[src/rtl/ssd_pkg.sv]
package ssd_pkg;
  localparam int SEG_W = 9;
  typedef logic [SEG_W-1:0] seg_t;

  // Base font without segments f (bit 5) and i (bit 8); those are gate-decoded.
  function automatic seg_t font_base(input logic [3:0] code);
    seg_t p;
    case (code)
      4'd0: p = 9'h05C;
      4'd1: p = 9'h006;
      4'd2: p = 9'h05B;
      4'd3: p = 9'h04F;
      4'd4: p = 9'h046;
      4'd5: p = 9'h04D;
      4'd6: p = 9'h0DD;
      4'd7: p = 9'h087;
      4'd8: p = 9'h05F;
      4'd9: p = 9'h0CF;
      default: p = '0;
    endcase
    return p;
  endfunction
endpackage

[src/rtl/ssd_bit_divider.sv]
module ssd_bit_divider #(
  parameter int BITS = 4
) (
  input  logic clk,
  input  logic rst,
  input  logic acc,
  output logic last,
  output logic dig_clk
);
  localparam int CW = (BITS > 1) ? $clog2(BITS) : 1;
  localparam logic [CW-1:0] TOP = CW'(BITS - 1);

  logic [CW-1:0] cnt;

  assign last = acc && (cnt == TOP);

  always_ff @(posedge clk) begin
    if (rst) begin
      cnt     <= '0;
      dig_clk <= 1'b0;
    end else begin
      dig_clk <= last;
      if (acc) cnt <= last ? '0 : cnt + 1'b1;
    end
  end
endmodule

[src/rtl/ssd_deser.sv]
module ssd_deser #(
  parameter int W = 4
) (
  input  logic         clk,
  input  logic         rst,
  input  logic         acc,
  input  logic         bit_in,
  output logic [W-1:0] word
);
  logic [W-1:0] sr;

  // LSB-first: the newest bit enters at the top and the oldest sits at bit 0.
  assign word = {bit_in, sr[W-1:1]};

  always_ff @(posedge clk) begin
    if (rst)      sr <= '0;
    else if (acc) sr <= {bit_in, sr[W-1:1]};
  end
endmodule

[src/rtl/ssd_scan.sv]
module ssd_scan #(
  parameter int N = 8
) (
  input  logic         clk,
  input  logic         rst,
  input  logic         step,
  output logic         idle_slot,
  output logic [N-1:0] dsel
);
  // N digit stages plus one idle stage, seeded with a single one.
  logic [N:0] ring;

  assign idle_slot = ring[N];

  always_ff @(posedge clk) begin
    if (rst) begin
      ring <= {{N{1'b0}}, 1'b1};
      dsel <= '0;
    end else if (step) begin
      dsel <= ring[N-1:0];
      ring <= {ring[N-1:0], ring[N]};
    end
  end
endmodule

[src/rtl/ssd_seg_decode.sv]
module ssd_seg_decode
  import ssd_pkg::*;
(
  input  logic [3:0] code,
  output seg_t       seg
);
  logic [3:0] t, c;
  logic       f_on, i_on;

  assign t = code;
  assign c = ~code;

  // f: 4,5 (0100,0101) and 8,9 (1000,1001)
  assign f_on = (c[3] & t[2] & c[1]) | (t[3] & c[2] & c[1]);
  // i: only 4 (0100)
  assign i_on = c[3] & t[2] & c[1] & c[0];

  always_comb begin
    seg    = font_base(code);
    seg[5] = f_on;
    seg[8] = i_on;
  end
endmodule

[src/rtl/serial_digit_scanner.sv]
module serial_digit_scanner
  import ssd_pkg::*;
#(
  parameter int NUM_DIGITS = 8,
  parameter int DIGIT_BITS = 4
) (
  input  logic                  clk,
  input  logic                  rst,
  input  logic                  s_valid,
  output logic                  s_ready,
  input  logic                  s_bit,
  output logic                  dig_clk,
  output logic [NUM_DIGITS-1:0] dsel,
  output logic [SEG_W-1:0]      seg
);
  logic                  acc;
  logic                  last;
  logic                  idle_slot;
  logic [DIGIT_BITS-1:0] word;
  seg_t                  seg_next;
  seg_t                  seg_q;

  assign s_ready = 1'b1;
  assign acc     = s_valid && s_ready;

  ssd_bit_divider #(.BITS(DIGIT_BITS)) u_div (
    .clk(clk), .rst(rst), .acc(acc), .last(last), .dig_clk(dig_clk)
  );

  ssd_deser #(.W(DIGIT_BITS)) u_deser (
    .clk(clk), .rst(rst), .acc(acc), .bit_in(s_bit), .word(word)
  );

  ssd_scan #(.N(NUM_DIGITS)) u_scan (
    .clk(clk), .rst(rst), .step(last), .idle_slot(idle_slot), .dsel(dsel)
  );

  ssd_seg_decode u_dec (
    .code(word[3:0]), .seg(seg_next)
  );

  always_ff @(posedge clk) begin
    if (rst)       seg_q <= '0;
    else if (last) seg_q <= idle_slot ? '0 : seg_next;
  end

  assign seg = seg_q;
endmodule

[config.mk]
export PLATFORM = sky130hd
export DESIGN_NAME = serial_digit_scanner
export DESIGN_NICKNAME = d
export VERILOG_FILES = /design/src/rtl/ssd_pkg.sv /design/src/rtl/ssd_bit_divider.sv /design/src/rtl/ssd_deser.sv /design/src/rtl/ssd_scan.sv /design/src/rtl/ssd_seg_decode.sv /design/src/rtl/serial_digit_scanner.sv
export SDC_FILE = /design/constraint.sdc
export NUM_CORES = 1
export LEC_CHECK = 0
export CAP_MARGIN = 30
export CORE_MARGIN = 4
export CORE_UTILIZATION = 40
export DETAILED_ROUTE_END_ITERATION = 8
export GPL_ROUTABILITY_DRIVEN = 1
export PLACE_DENSITY = 0.63
export SKIP_LAST_GASP = 1
export SYNTH_ARGS = -nofsm -noshare
export SYNTH_HDL_FRONTEND = slang
export SYNTH_SLANG_ARGS = --single-unit
[constraint.sdc]
create_clock -name clk -period 1.66 [get_ports clk]
set_input_delay 0.332 -clock clk [delete_from_list [all_inputs] [get_ports clk]]
set_output_delay 0.332 -clock clk [all_outputs]
set_load 0.1 [all_outputs]
==> impl_results.md <==
* Most frequent cells in the layout: dfxtp_1, buf_12, nand2_1, a22o_1
* Core ar. at 2540 µm²
* Wire per inst at 12.4 µm
* Die X at 60.6 µm
* Post-synthesis cell count at approximately 110
* Power Dens Cells at 751 nW/µm²
* DP Worst Slack at -0.0388 ns
* First-pass GRT wire length at 3420 µm
* Initial DRC Count at 9
* CTS tree: yes
* Slew Limit Fails at 0
* Clock net sink count at 24
* Int Power at 890 µW
* Die area at 3670 µm²
* Switching Power at between 200 and 300 µW
* Max Freq at 669 MHz
* Post-DP HPWL at 1430 µm
* TritonCTS Buffers at 3
* HP Class: register to register
* Clk slew on worst S/H paths at 0.14 ns
* Gr usage total at 12.6%
* Kind of critical path: register to register
* Vias per std cell at around 5.1
* Clock Latency Late Sink at 0.32 ns
* N_diodes at 0
* Residual DRC count at 0
* Crit path required time at ~1.9 ns
* # IOs at 23
* MaxCap Viol Count at 0
* Post-cts resize count at 0
* RSZ-0062 raised after global routing: false
* Part of the power in the clock network at 36.4%
* Most used DFF post-synth: dfxtp_1
* Arr. time, crit path at 1.72 ns
* Final hold vios at 0
* Commonest non-fill, non-tap cell in the layout: dfxtp_1
* Vias at 800
* Post-synth ARST share at 0%
* Final wirelength at 1960 µm
* Comb pwr share at 11.8%
* Final period util at 90.0%
* Row cnt at 18
* Total power at 1160 µW
* Root Buffer: clkbuf_4
* IO Port Bufs at 21
* # setup viols final at 0
* H-tree depth at 1
* Post-Syn Nets at 120
* Sequential power share at 51.8%
* Aggregate global routing overflow at 0
* Setup bufs post-CTS at 0
* Count of cell types in the netlist at 32
* Syn avg cell area at 10.1 µm²
* Post-route setup slack at ~0.17 ns
* CP max FO at 7
* Initial antenna violation count at 0
* Die height at 60.6 µm
* Crit end category: register
* Largest net degree at the start of global routing at 20
* Starting density of the core at between 40% and 50%
* Pleak at 0.000657 µW
* Seq/Total Area, Yosys at roughly 43%
* Outcome: finished clean
* DRT Pass-1 Iters at 4
* Hold-fix buffers, CTS at 0
* Max rail drop VDD at ~0.00065 V
* Area Overhead vs Synth at 40.0%
* Vias in the first global route at 800
* Tmin final at 1.49 ns
* Startpoint class of the critical path: register
* Final GP Congestion at 0.853
* Synth Register Bits at 24
* Switching Share at 23.3%
* Skew final at 0.00763 ns
* ANT nets after route at 0
* Layout cells sized above 1 at 29.7%
* Mapped Area at 1100 µm²
* Number of synthesized flops with an enable pin at 0
* Nets@finish at 140
* Yosys warnings at 0
* CTS Buffer Depth at 2
critical path: stages, from the launching register on:
cell	delay, ns
dfxtp_1	0.50
inv_1	0.14
ha_1	0.22
a211o_1	0.30
a32o_1	0.25
sequential cells by signal (all words and copies together), names as in the netlist:
| register | count |
|---|---|
| seg | 9 |
| u_scan.dsel | 8 |
| u_deser.sr | 3 |
| u_div.cnt | 2 |
| u_div.dig_clk | 1 |
| u_scan.ring | 1 |
layout make-up:
cell class	count	area, µm²
tap	30	37.5
fill	212	998
inverter	4	15.0
sequential	24	480
timing repair buffer	29	463
clock inverter	1	30.0
multi-input combinational	67	498
clock buffer	3	22.5
metal layers:
metal,share of wire [%],track usage [%],vias to the layer above
li1,-,-,405
met1,46,16.2,377
met2,48,20.4,16
met3,5.5,2.55,2
met4,0.87,5.57,0
met5,0,0,-
worst paths after layout:
path / depth (start not counted) / slack (ns) / end / startpoint
worst max register to register: 4 / 0.17 / seg[4] / u_deser.sr[1]
worst max-delay path: 4 / 0.17 / seg[4] / u_deser.sr[1]
worst min register to register: 2 / 0.46 / u_scan.ring[0] / u_scan.ring[0]
worst min-delay path: 2 / 0.46 / u_scan.ring[0] / u_scan.ring[0]
power by group through the flow:
stage	clock, µW	sequential, µW	combinational, µW
CTS	436	601	138
finish	423	601	137
global route	457	604	151
floorplan	0	628	81.6
global placement	0	613	135
detailed placement	0	614	137
synth_stat cells, drive strengths merged, types with 2 or more instances:
cell   instances  area, µm²
buf           14        111
a21oi          3       18.8
o21ai          7       35.0
inv            4       15.0
mux2i          5       50.1
xor2           2       17.5
a32o           2       20.0
ha             7       87.6
nand2         11       51.3
dfxtp         24        480
nor2           8       32.5
a22o           8       70.1
stage by stage:
stage | hold slack [ns] | cells | TNS [ns] | utilization, % | instance area [µm²]
detailed placement | 0.445 | 154 | -0.0649 | 58.7 | 1490
global route | 0.479 | 158 | 0 | 60.8 | 1550
finish | 0.463 | 158 | 0 | 60.8 | 1550
global placement | 0.442 | 154 | -0.0117 | 58.7 | 1490
floorplan | 0.426 | 109 | 0 | - | 1100
CTS | 0.463 | 158 | 0 | 60.8 | 1550
cells by family (layout without fill, tap and decap cells):
logic type	after synthesis	in the layout	share of synthesized area [%]
buffers and inverters	18	37	11.4
AO/OA/AOI/OAI	25	25	17.4
multiplexers	5	5	4.53
AND/OR/NAND/NOR	27	27	13.3
adder cells (fa/ha/maj)	7	7	7.93
flip-flops	24	24	43.5
other	1	1	0.339
XOR/XNOR	2	2	1.59
Power figures use the tool's default switching activity.
